===== src/rtl/cordic_gain_comp.sv =====
module cordic_gain_comp #(
  parameter int W        = 18,
  parameter int N_ITER   = 16,
  parameter int FRAC_EXT = 6
) (
  input  logic         clk,
  input  logic         rst_n,
  input  logic         in_valid,
  input  logic [W-1:0] in_x,
  input  logic [W-1:0] in_y,
  output logic         out_valid,
  output logic [W-1:0] out_x,
  output logic [W-1:0] out_y
);
  localparam int F      = W + FRAC_EXT;
  localparam int PW     = W + F + 3;
  localparam int NDIG   = F + 2;
  localparam int GRP    = (NDIG + 3) / 4;
  localparam int LAT    = 6;

  function automatic logic [F:0] coef_calc();
    logic [127:0] p, d, s, r, t;
    p = 128'd1 << 126;
    for (int i = 0; i < N_ITER; i++) begin
      d = (128'd1 << (2 * i)) + 128'd1;
      p = p - p / d;
    end
    s = p >> (124 - 2 * F);
    r = '0;
    for (int b = 63; b >= 0; b--) begin
      t = r | (128'd1 << b);
      if (t * t <= s) r = t;
    end
    r = (r + 128'd1) >> 1;
    return r[F:0];
  endfunction

  localparam logic [F:0] COEF = coef_calc();

  function automatic logic [NDIG-1:0] csd_mask(input bit want_neg);
    logic [F+2:0] c;
    logic [NDIG-1:0] m;
    c = {2'b00, COEF};
    m = '0;
    for (int j = 0; j < NDIG; j++) begin
      if (c[0]) begin
        if (c[1]) begin
          m[j] = want_neg;
          c = c + 1'b1;
        end else begin
          m[j] = !want_neg;
          c = c - 1'b1;
        end
      end
      c = c >> 1;
    end
    return m;
  endfunction

  localparam logic [NDIG-1:0] POS_D = csd_mask(1'b0);
  localparam logic [NDIG-1:0] NEG_D = csd_mask(1'b1);
  localparam logic signed [PW-1:0] HALF = PW'(1) <<< (F - 1);

  logic [W-1:0] x1, y1;
  logic [LAT-1:0] vld;

  always_ff @(posedge clk or negedge rst_n) begin
    if (!rst_n) begin
      x1  <= '0;
      y1  <= '0;
      vld <= '0;
    end else begin
      x1  <= in_x;
      y1  <= in_y;
      vld <= {vld[LAT-2:0], in_valid};
    end
  end

  for (genvar k = 0; k < 4; k++) begin : g_stage
    logic [W-1:0] src_x, src_y;
    logic signed [PW-1:0] base_x, base_y, sum_x, sum_y, ex, ey;
    logic signed [PW-1:0] acc_x, acc_y;

    if (k == 0) begin : g_first
      assign src_x  = x1;
      assign src_y  = y1;
      assign base_x = '0;
      assign base_y = '0;
    end else begin : g_next
      assign src_x  = g_stage[k-1].g_carry.px;
      assign src_y  = g_stage[k-1].g_carry.py;
      assign base_x = g_stage[k-1].acc_x;
      assign base_y = g_stage[k-1].acc_y;
    end

    assign ex = {{(PW-W){src_x[W-1]}}, src_x};
    assign ey = {{(PW-W){src_y[W-1]}}, src_y};

    always_comb begin
      sum_x = base_x;
      sum_y = base_y;
      for (int j = k * GRP; j < (k + 1) * GRP && j < NDIG; j++) begin
        if (POS_D[j]) begin
          sum_x = sum_x + (ex <<< j);
          sum_y = sum_y + (ey <<< j);
        end else if (NEG_D[j]) begin
          sum_x = sum_x - (ex <<< j);
          sum_y = sum_y - (ey <<< j);
        end
      end
    end

    always_ff @(posedge clk or negedge rst_n) begin
      if (!rst_n) begin
        acc_x <= '0;
        acc_y <= '0;
      end else begin
        acc_x <= sum_x;
        acc_y <= sum_y;
      end
    end

    if (k < 3) begin : g_carry
      logic [W-1:0] px, py;
      always_ff @(posedge clk or negedge rst_n) begin
        if (!rst_n) begin
          px <= '0;
          py <= '0;
        end else begin
          px <= src_x;
          py <= src_y;
        end
      end
    end
  end

  always_ff @(posedge clk or negedge rst_n) begin
    if (!rst_n) begin
      out_x <= '0;
      out_y <= '0;
    end else begin
      out_x <= W'((g_stage[3].acc_x + HALF) >>> F);
      out_y <= W'((g_stage[3].acc_y + HALF) >>> F);
    end
  end

  assign out_valid = vld[LAT-1];

  function automatic logic [W:0] mag(input logic [W-1:0] v);
    logic signed [W:0] e;
    e = {v[W-1], v};
    return (e < 0) ? -e : e;
  endfunction

  logic [2:0] warm;
  always_ff @(posedge clk or negedge rst_n) begin
    if (!rst_n) warm <= '0;
    else if (warm != 3'd6) warm <= warm + 3'd1;
  end


  valid_delay_chk: assert property (@(posedge clk) disable iff (!rst_n)
    (warm == 3'd6) |-> (out_valid == $past(in_valid, 6)));


  x_bound_chk: assert property (@(posedge clk) disable iff (!rst_n)
    (warm == 3'd6 && out_valid) |-> (mag(out_x) <= mag($past(in_x, 6))));


  y_bound_chk: assert property (@(posedge clk) disable iff (!rst_n)
    (warm == 3'd6 && out_valid) |-> (mag(out_y) <= mag($past(in_y, 6))));


  x_sign_chk: assert property (@(posedge clk) disable iff (!rst_n)
    (warm == 3'd6 && out_valid && out_x != '0) |-> (out_x[W-1] == $past(in_x[W-1], 6)));


  y_zero_chk: assert property (@(posedge clk) disable iff (!rst_n)
    (warm == 3'd6 && out_valid && $past(in_y, 6) == '0) |-> (out_y == '0));
endmodule


===== config.mk =====
export PLATFORM = sky130hd
export DESIGN_NAME = cordic_gain_comp
export DESIGN_NICKNAME = d
export VERILOG_FILES = /design/src/rtl/cordic_gain_comp.sv
export SDC_FILE = /design/constraint.sdc
export NUM_CORES = 1
export LEC_CHECK = 0
export BUFFER_PORTS_ARGS = -buffer_cell sky130_fd_sc_hd__buf_2
export CAP_MARGIN = 20
export CELL_PAD_IN_SITES_DETAIL_PLACEMENT = 1
export CELL_PAD_IN_SITES_GLOBAL_PLACEMENT = 1
export CORE_UTILIZATION = 28
export DETAILED_ROUTE_END_ITERATION = 8
export PLACE_DENSITY = 0.61
export SETUP_SLACK_MARGIN = 0.2
export SLEW_MARGIN = 20
export SYNTH_ARGS = -nofsm -noshare
export SYNTH_HDL_FRONTEND = slang
export SYNTH_SLANG_ARGS = --single-unit
export TNS_END_PERCENT = 1

===== constraint.sdc =====
create_clock -name clk -period 9.6 [get_ports clk]
set_input_delay 0.96 -clock clk [delete_from_list [all_inputs] [get_ports clk]]
set_output_delay 0.96 -clock clk [all_outputs]
set_load 0.01 [all_outputs]

==> results by group, run 1 <==
Worst setup path
  • Critical path class: register to register
  • Crit-path most repeated cell: o21ai_0
  • Crit-path cells: ha_1 > a31oi_1 > o21ai_0 > and2_1 > o21a_1 > nor2_1 > nor2b_1 > o21ai_0 > a21oi_1 > ha_1 > or3_1 > o21ai_0 > a21oi_1 > a2111oi_0 > nor3_1 > xor2_1
  • Crit start category: register
  • Crit. Startpoint: g_stage[2].g_carry.py[1]
  • CP arrival: 4.56 ns
  • Critical path's largest stage delay: 0.48 ns
  • CP endpoint kind: register
  • Worst Path Required: 10.02 ns
  • Critical-path top delay cell: a2111oi_0
  • Crit-path max FO: 5
  • R2R Path Start: g_stage[2].g_carry.py[1]

Clock network
  • Clk buf depth: 3
  • Setup bufs post-CTS: 0
  • PostCTS Resize Cnt: 0
  • Skew-Pair Late Insertion Delay: 0.56 ns
  • Clock sinks: 330
  • TritonCTS clock tree: done
  • Root Driver: clkbuf_16
  • CTS clk-pin slew, worst paths: 0.06 ns
  • Hold buffers post-CTS: 0
  • CTS Buf Count: 39
  • Clock H-tree levels: 2

STA
  • RSZ-0062 raised after global routing: false
  • Slew @ Worst Pin: 0.912 ns
  • Max Slew Vio Count: 0
  • Min Tclk post-route: 4.14 ns
  • Clock skew: 0.0149 ns
  • Fin crit share: 43.1%
  • Sum Neg Setup Slack: 0 ns
  • Max Clk Rate: 0.242 GHz
  • Final setup fails: 0
  • Rel. slew slack: 39.2%
  • Final Hold Vio Count: 0

Place
  • Placed Cells: 3183
  • I/O Buffers: 75
  • Post-DP HPWL: 40.1 mm
  • GP Congestion: 0.809

Floorplanning
  • Row cnt: 101
  • Die X: 281 um
  • Initial Util: 28.5%
  • Io pins: 76
  • Core region area: 76300 um^2
  • Die area: 78700 um^2
  • Die extent in y: 281 um

Final layout
  • Area grow syn2layout: 13.6%
  • Layout cells sized above 1: 7.61%
  • Post-route insts no fill: 3252
  • Nets: 2629
  • Share of the core filled with cells: 32.4%
  • Antenna Cells: 0

Detailed routing
  • Initial DRC count: 517
  • DR WL/cell: 15.0 um
  • Via/cell ratio: 4.53
  • DRC Markers: 0
  • Pre-antenna DRT Iters: 6
  • Vias: 14.7k
  • Final wirelength: 48.9 mm
  • Antenna viol nets, final: 0

Global routing
  • Antenna violations before repair: 0
  • GRT Util Overall: 12.7%
  • Grt total ovfl: 0
  • Global-route wire length before repair: 82.2 mm
  • Vias in the first global route: 16.3k
  • Pin count of the biggest net entering global routing: 87

Status
  • Outcome: complete, no violations

Synthesis
  • Ys async rst share: 100%
  • Main synth FF type: dfrtp_1
  • Flops & latches, synth: 330
  • Mean area per synthesized cell: 10.4 um^2
  • Post-synth cell types: 72
  • Post-Syn Area: 21700 um^2
  • EDFF count, synth: 0
  • Ys Warns: 0
  • Mapped Cells: 2097
  • Register area share after synthesis: 38.0%
  • Syn_nets: 2532

Pwr
  • Max IR drop VDD: 0.000150 V
  • Leakage: 0.0120 uW
  • PD cells: 341 nW/um^2

Worst hold path
  • Hold path startpoint: vld[2]
  • Hold Crit Class: register to register

Run
  • Max Cap Violations: 0
-- kinds of logic after synthesis --
logic type | after synthesis | share of synthesized area [%]
fa+ha+maj | 396 | 26.3
mux | 1 | 0.0461
buf+inv | 324 | 5.60
xor+xnor | 183 | 7.38
simple gates | 419 | 9.21
compound gates | 444 | 13.4
flops | 330 | 38.0
-- critical path, delay by kind of cell (launching register included) --
kind	cells	cell delay (ns)
flops	1	0.41
fa+ha+maj	2	0.63
compound gates	8	1.87
xor+xnor	1	0.16
simple gates	5	0.94
-- layer usage --
layer	part of all wire (%)	vias to the layer above	track usage, %
li1	-	7301	-
met2	47	141	21.6
met4	2.4	0	3.92
met5	0	-	0
met1	48	7217	16.7
met3	2.9	75	1.81
-- synth_stat cells (5+ instances only) --
cell / number / area [um^2]
nor2_1: 128 / 480
o31a_1: 6 / 52.6
or2_2: 7 / 43.8
a2111oi_0: 6 / 52.6
a21boi_0: 6 / 45.0
xnor2_1: 137 / 1200
o21a_1: 18 / 135
a211o_1: 6 / 52.6
xor2_1: 46 / 403
o21ai_0: 72 / 360
nor4_1: 5 / 31.3
and3_1: 24 / 150
or3_1: 5 / 31.3
fa_1: 102 / 2040
and2_1: 6 / 37.5
a21o_1: 69 / 518
nor2b_1: 16 / 100
nand4_1: 17 / 106
nand3_1: 47 / 235
o21bai_1: 25 / 188
nand2b_1: 14 / 87.6
dfrtp_1: 330 / 8260
a31oi_1: 17 / 106
a21oi_1: 130 / 651
nand2_1: 91 / 342
inv_1: 301 / 1130
o211ai_1: 11 / 82.6
ha_1: 294 / 3680
o22ai_1: 5 / 31.3
a211oi_1: 13 / 97.6
nor3_1: 42 / 210
clkbuf_1: 22 / 82.6
a221oi_1: 5 / 43.8
-- final cells by class --
| cell class | count | area [um^2] |
|---|---|---|
| clock buffer | 48 | 1090 |
| clock inverter | 21 | 255 |
| fill | 8648 | 51600 |
| inverter | 301 | 1130 |
| multi-input combinational | 1443 | 12300 |
| sequential | 330 | 8260 |
| tap | 1030 | 1290 |
| timing repair buffer | 79 | 415 |
-- final timing paths --
| path | end | slack (ns) | depth (start not counted) |
|---|---|---|---|
| max | g_stage[3].acc_y[34] | 5.46 | 16 |
| min | vld[3] | 0.35 | 0 |
| max reg2reg | g_stage[3].acc_y[34] | 5.46 | 16 |
| min reg2reg | vld[3] | 0.35 | 0 |
| max in group asynchronous | g_stage[0].src_y[6] | 7.15 | 3 |
| min in group asynchronous | out_x[17] | 0.37 | 1 |
-- layout by cell type (no fill, tap or decap), types with 13 or more instances in the layout --
master	synthesis	routed
buf_2	1	74
and3_1	24	24
o21a_1	18	18
fa_1	102	102
nand2_1	91	91
nor2b_1	16	16
dfrtp_1	330	330
inv_1	301	301
nand4_1	17	17
a211oi_1	13	13
nor2_1	128	128
ha_1	294	294
xor2_1	46	46
nand3_1	47	47
nand2b_1	14	14
nor3_1	42	42
xnor2_1	137	137
a21oi_1	130	130
o21ai_0	72	72
a21o_1	69	69
clkbuf_16	0	41
a31oi_1	17	17
o21bai_1	25	25
-- registers in the layout, indices dropped and copies added (netlist names) --
name                cells
g_stage.acc_x          73
g_stage.acc_y          73
g_stage.g_carry.px     53
g_stage.g_carry.py     53
g_stage.src_x          18
g_stage.src_y          18
out_x                  18
out_y                  18
vld                     6
-- stage by stage --
stage | hold slack, ns | area, um^2 | total power (uW) | setup WS, ns
global placement | 0.345 | 23300 | 6810 | 5.56
detailed placement | 0.340 | 23300 | 6950 | 5.41
floorplan | 0.331 | 21700 | 5770 | 5.99
global route | 0.354 | 24700 | 9240 | 4.88
CTS | 0.353 | 24700 | 8570 | 5.40
finish | 0.350 | 24700 | 8430 | 5.46
-- power breakdown --
group | switching, uW | internal (uW)
clock | 592 | 946
sequential | 238 | 1840
combinational | 2690 | 2130
(Power assumes the default switching activity.)
==> run 2: changes to the inputs <==
==> constraint.sdc (replaced) <==
create_clock -name clk -period 4.1 [get_ports clk]
set_input_delay 0.41 -clock clk [delete_from_list [all_inputs] [get_ports clk]]
set_output_delay 0.41 -clock clk [all_outputs]
set_load 0.01 [all_outputs]
==> run 2 against run 1 <==
- sequential power rose by 130%
- cell count rose by 1.4%
- design area grew 2.4%
- maximum frequency is 11% higher
- combinational power grew 140%
- clock skew fell by 0.0036 ns
- critical path depth is 1 lower
- largest cell class unchanged
- first-iteration DRC count down 13%
- non-clock buffer count up 43
- via count rose by 2.6%
- global-route usage is 0.12 points higher
- largest power group unchanged
==> results by group, run 2 (synthesis gave the netlist of run 1 again) <==
Worst setup path
  • Critical path class: register to register
  • Delay-heaviest family, CP: compound AO/OA/AOI/OAI gates
  • Critical-path top delay cell: dfrtp_1
  • Worst Path Required: 4.53 ns
  • CP endpoint kind: register
  • Crit path buffers/inverters: 1
  • Crit. Startpoint: g_stage[2].g_carry.py[1]
  • R2R Path Start: g_stage[2].g_carry.py[1]
  • Crit-path max FO: 4
  • Crit start category: register
  • CP arrival: 4.17 ns
  • Crit-path cells: ha_1 > a31oi_4 > o21ai_2 > nand3_1 > a211oi_1 > buf_4 > o211ai_1 > a21boi_0 > a21oi_1 > ha_1 > nand2_1 > nor4_2 > o31a_1 > o21ai_2 > a31o_2
  • Critical R2R Capture: g_stage[3].acc_y[41]
  • FF-to-FF setup slack: 0.36 ns
  • R2R depth: 15
  • Critical path's largest stage delay: 0.41 ns

STA
  • Final setup fails: 0
  • Max Slew Vio Count: 0
  • Final Hold Vio Count: 0
  • Max Clk Rate: 0.267 GHz
  • Clock skew: 0.0113 ns
  • RSZ-0062 raised after global routing: true
  • Sum Neg Setup Slack: 0 ns
  • Worst hold margin: 0.0341 ns
  • Slew @ Worst Pin: 0.834 ns
  • Fin crit share: 91.3%
  • Rel. slew slack: 43.0%
  • Min Tclk post-route: 3.74 ns

Pwr
  • Leakage: 0.0122 uW
  • Reg power frac: 24.2%
  • PD cells: 794 nW/um^2
  • Switch Pwr: 8370 uW
  • P_int: 11700 uW
  • Power share of the clock group: 18.0%
  • Combinational power share: 57.8%
  • Max IR drop VDD: 0.000327 V
  • Net Sw Frac: 41.7%

Final layout
  • Layout cells sized above 1: 8.69%
  • Share of the core filled with cells: 33.1%
  • Top flop regs: g_stage.acc_x x73, g_stage.acc_y x73
  • Nets: 2674
  • Post-route insts no fill: 3298
  • Commonest non-fill, non-tap cells in the layout: dfrtp_1, inv_1, ha_1
  • Multi-input gate area: 12400 um^2
  • Most common cell after layout, fill and taps aside: dfrtp_1
  • FF+latch area: 8260 um^2
  • Area grow syn2layout: 16.3%
  • Filler cells: 8637

Global routing
  • Grt total ovfl: 0
  • Vias in the first global route: 16.7k
  • GR Util met2: 22.3%
  • Antenna violations before repair: 1
  • GRT Util Overall: 12.8%
  • Busiest layer in global routing: met2
  • Pin count of the biggest net entering global routing: 92
  • Global-route wire length before repair: 83.2 mm
  • Met1 Track Usage GR: 16.4%
  • GR Layer Usage met3: 1.83%

Floorplanning
  • Initial Util: 28.5%
  • Die X: 281 um
  • Core region area: 76300 um^2
  • Io pins: 76
  • Die extent in y: 281 um
  • Row cnt: 101
  • Die area: 78700 um^2

Clock network
  • Clk buf depth: 3
  • TritonCTS clock tree: done
  • Clock sinks: 330
  • CTS Buf Count: 41
  • CTS clk-pin slew, worst paths: 0.05 ns
  • Root Driver: clkbuf_16
  • Clock H-tree levels: 2
  • Skew-Pair Late Insertion Delay: 0.55 ns

Detailed routing
  • Initial DRC count: 450
  • DRC Markers: 0
  • Vias: 15.1k
  • DR WL/cell: 15.0 um
  • Via/cell ratio: 4.58
  • Final wirelength: 49.4 mm
  • Antenna viol nets, final: 0
  • Pre-antenna DRT Iters: 4

Worst hold path
  • Hold Path Depth: 1
  • Worst Hold End: g_stage[0].src_y[17]
  • Hold path startpoint: in_y[17]
  • Hold Crit Class: primary input to register

Place
  • Placed Cells: 3188
  • GP Congestion: 0.855
  • I/O Buffers: 75
  • Post-DP HPWL: 39.9 mm

Status
  • Outcome: complete, no violations

Run
  • Max Cap Violations: 0
==> run 2: cell types whose count changed in the layout (fill, tap and decap cells not counted), moves of 3 or more <==
cell	before	now
clkbuf_1	3	9
dlygate4sd3_1	0	37
o21ai_2	0	5
ha_2	0	3
ha_1	294	291
o21ai_0	72	65
a21oi_2	2	8
clkinv_2	9	4
a21oi_1	130	124
buf_4	4	8
==> run 2: power by group through the flow <==
stage | Combinational, uW | Sequential (uW) | Clock [uW]
2_1_floorplan | 8640 | 4860 | 0
4_1_cts | 11500 | 4890 | 3760
6_report | 11600 | 4860 | 3610
5_1_grt | 13100 | 4980 | 3880
3_3_place_gp | 11100 | 4910 | 0
3_5_place_dp | 11400 | 4940 | 0
==> run 2: worst max path at each step <==
stage	end	slack, ns	cells past startpoint
2_1_floorplan	g_stage[3].acc_x[40]	0.49	17
3_5_place_dp	g_stage[3].acc_x[40]	0.08	17
3_3_place_gp	g_stage[3].acc_y[40]	0.12	16
4_1_cts	g_stage[3].acc_x[40]	0.18	17
5_1_grt	g_stage[3].acc_y[35]	0.16	16
6_report	g_stage[3].acc_y[41]	0.36	15
==> run 2: area by class of cell <==
type / count / area share (%)
clock inverters: 16 / 0.906
multi-input cells: 1443 / 49.0
diodes: 1 / 0.00990
repair buffers: 122 / 3.39
well taps: 1030 / 5.10
clock buffers: 55 / 4.46
flip-flops and latches: 330 / 32.7
inverters: 301 / 4.47
==> run 2: what timing repair did <==
action | 4_1_cts | 5_1_grt
hold buffers | 37 | 0
setup buffers | 0 | 1
hold endpoints to repair | 117 | 0
pin swaps | 0 | 3
endpoints found under the setup margin | 5 | 22
gates cloned | 0 | 0
gates resized for setup | 10 | 29
==> run 2: through the flow <==
step,area (um^2),setup WS [ns],power [uW]
after floorplan,21700,0.489,13500
after detailed placement,23400,0.0765,16300
after CTS,25200,0.175,20200
after global routing,25300,0.157,22000
final,25300,0.358,20100
after global placement,23400,0.115,16000
==> run 2: layer usage <==
layer,up-vias,share of wire (%),wire length [um]
met5,-,0,0
li1,7393,-,-
met3,77,2.8,1400
met2,149,48,23700
met4,0,2.4,1190
met1,7493,47,23100
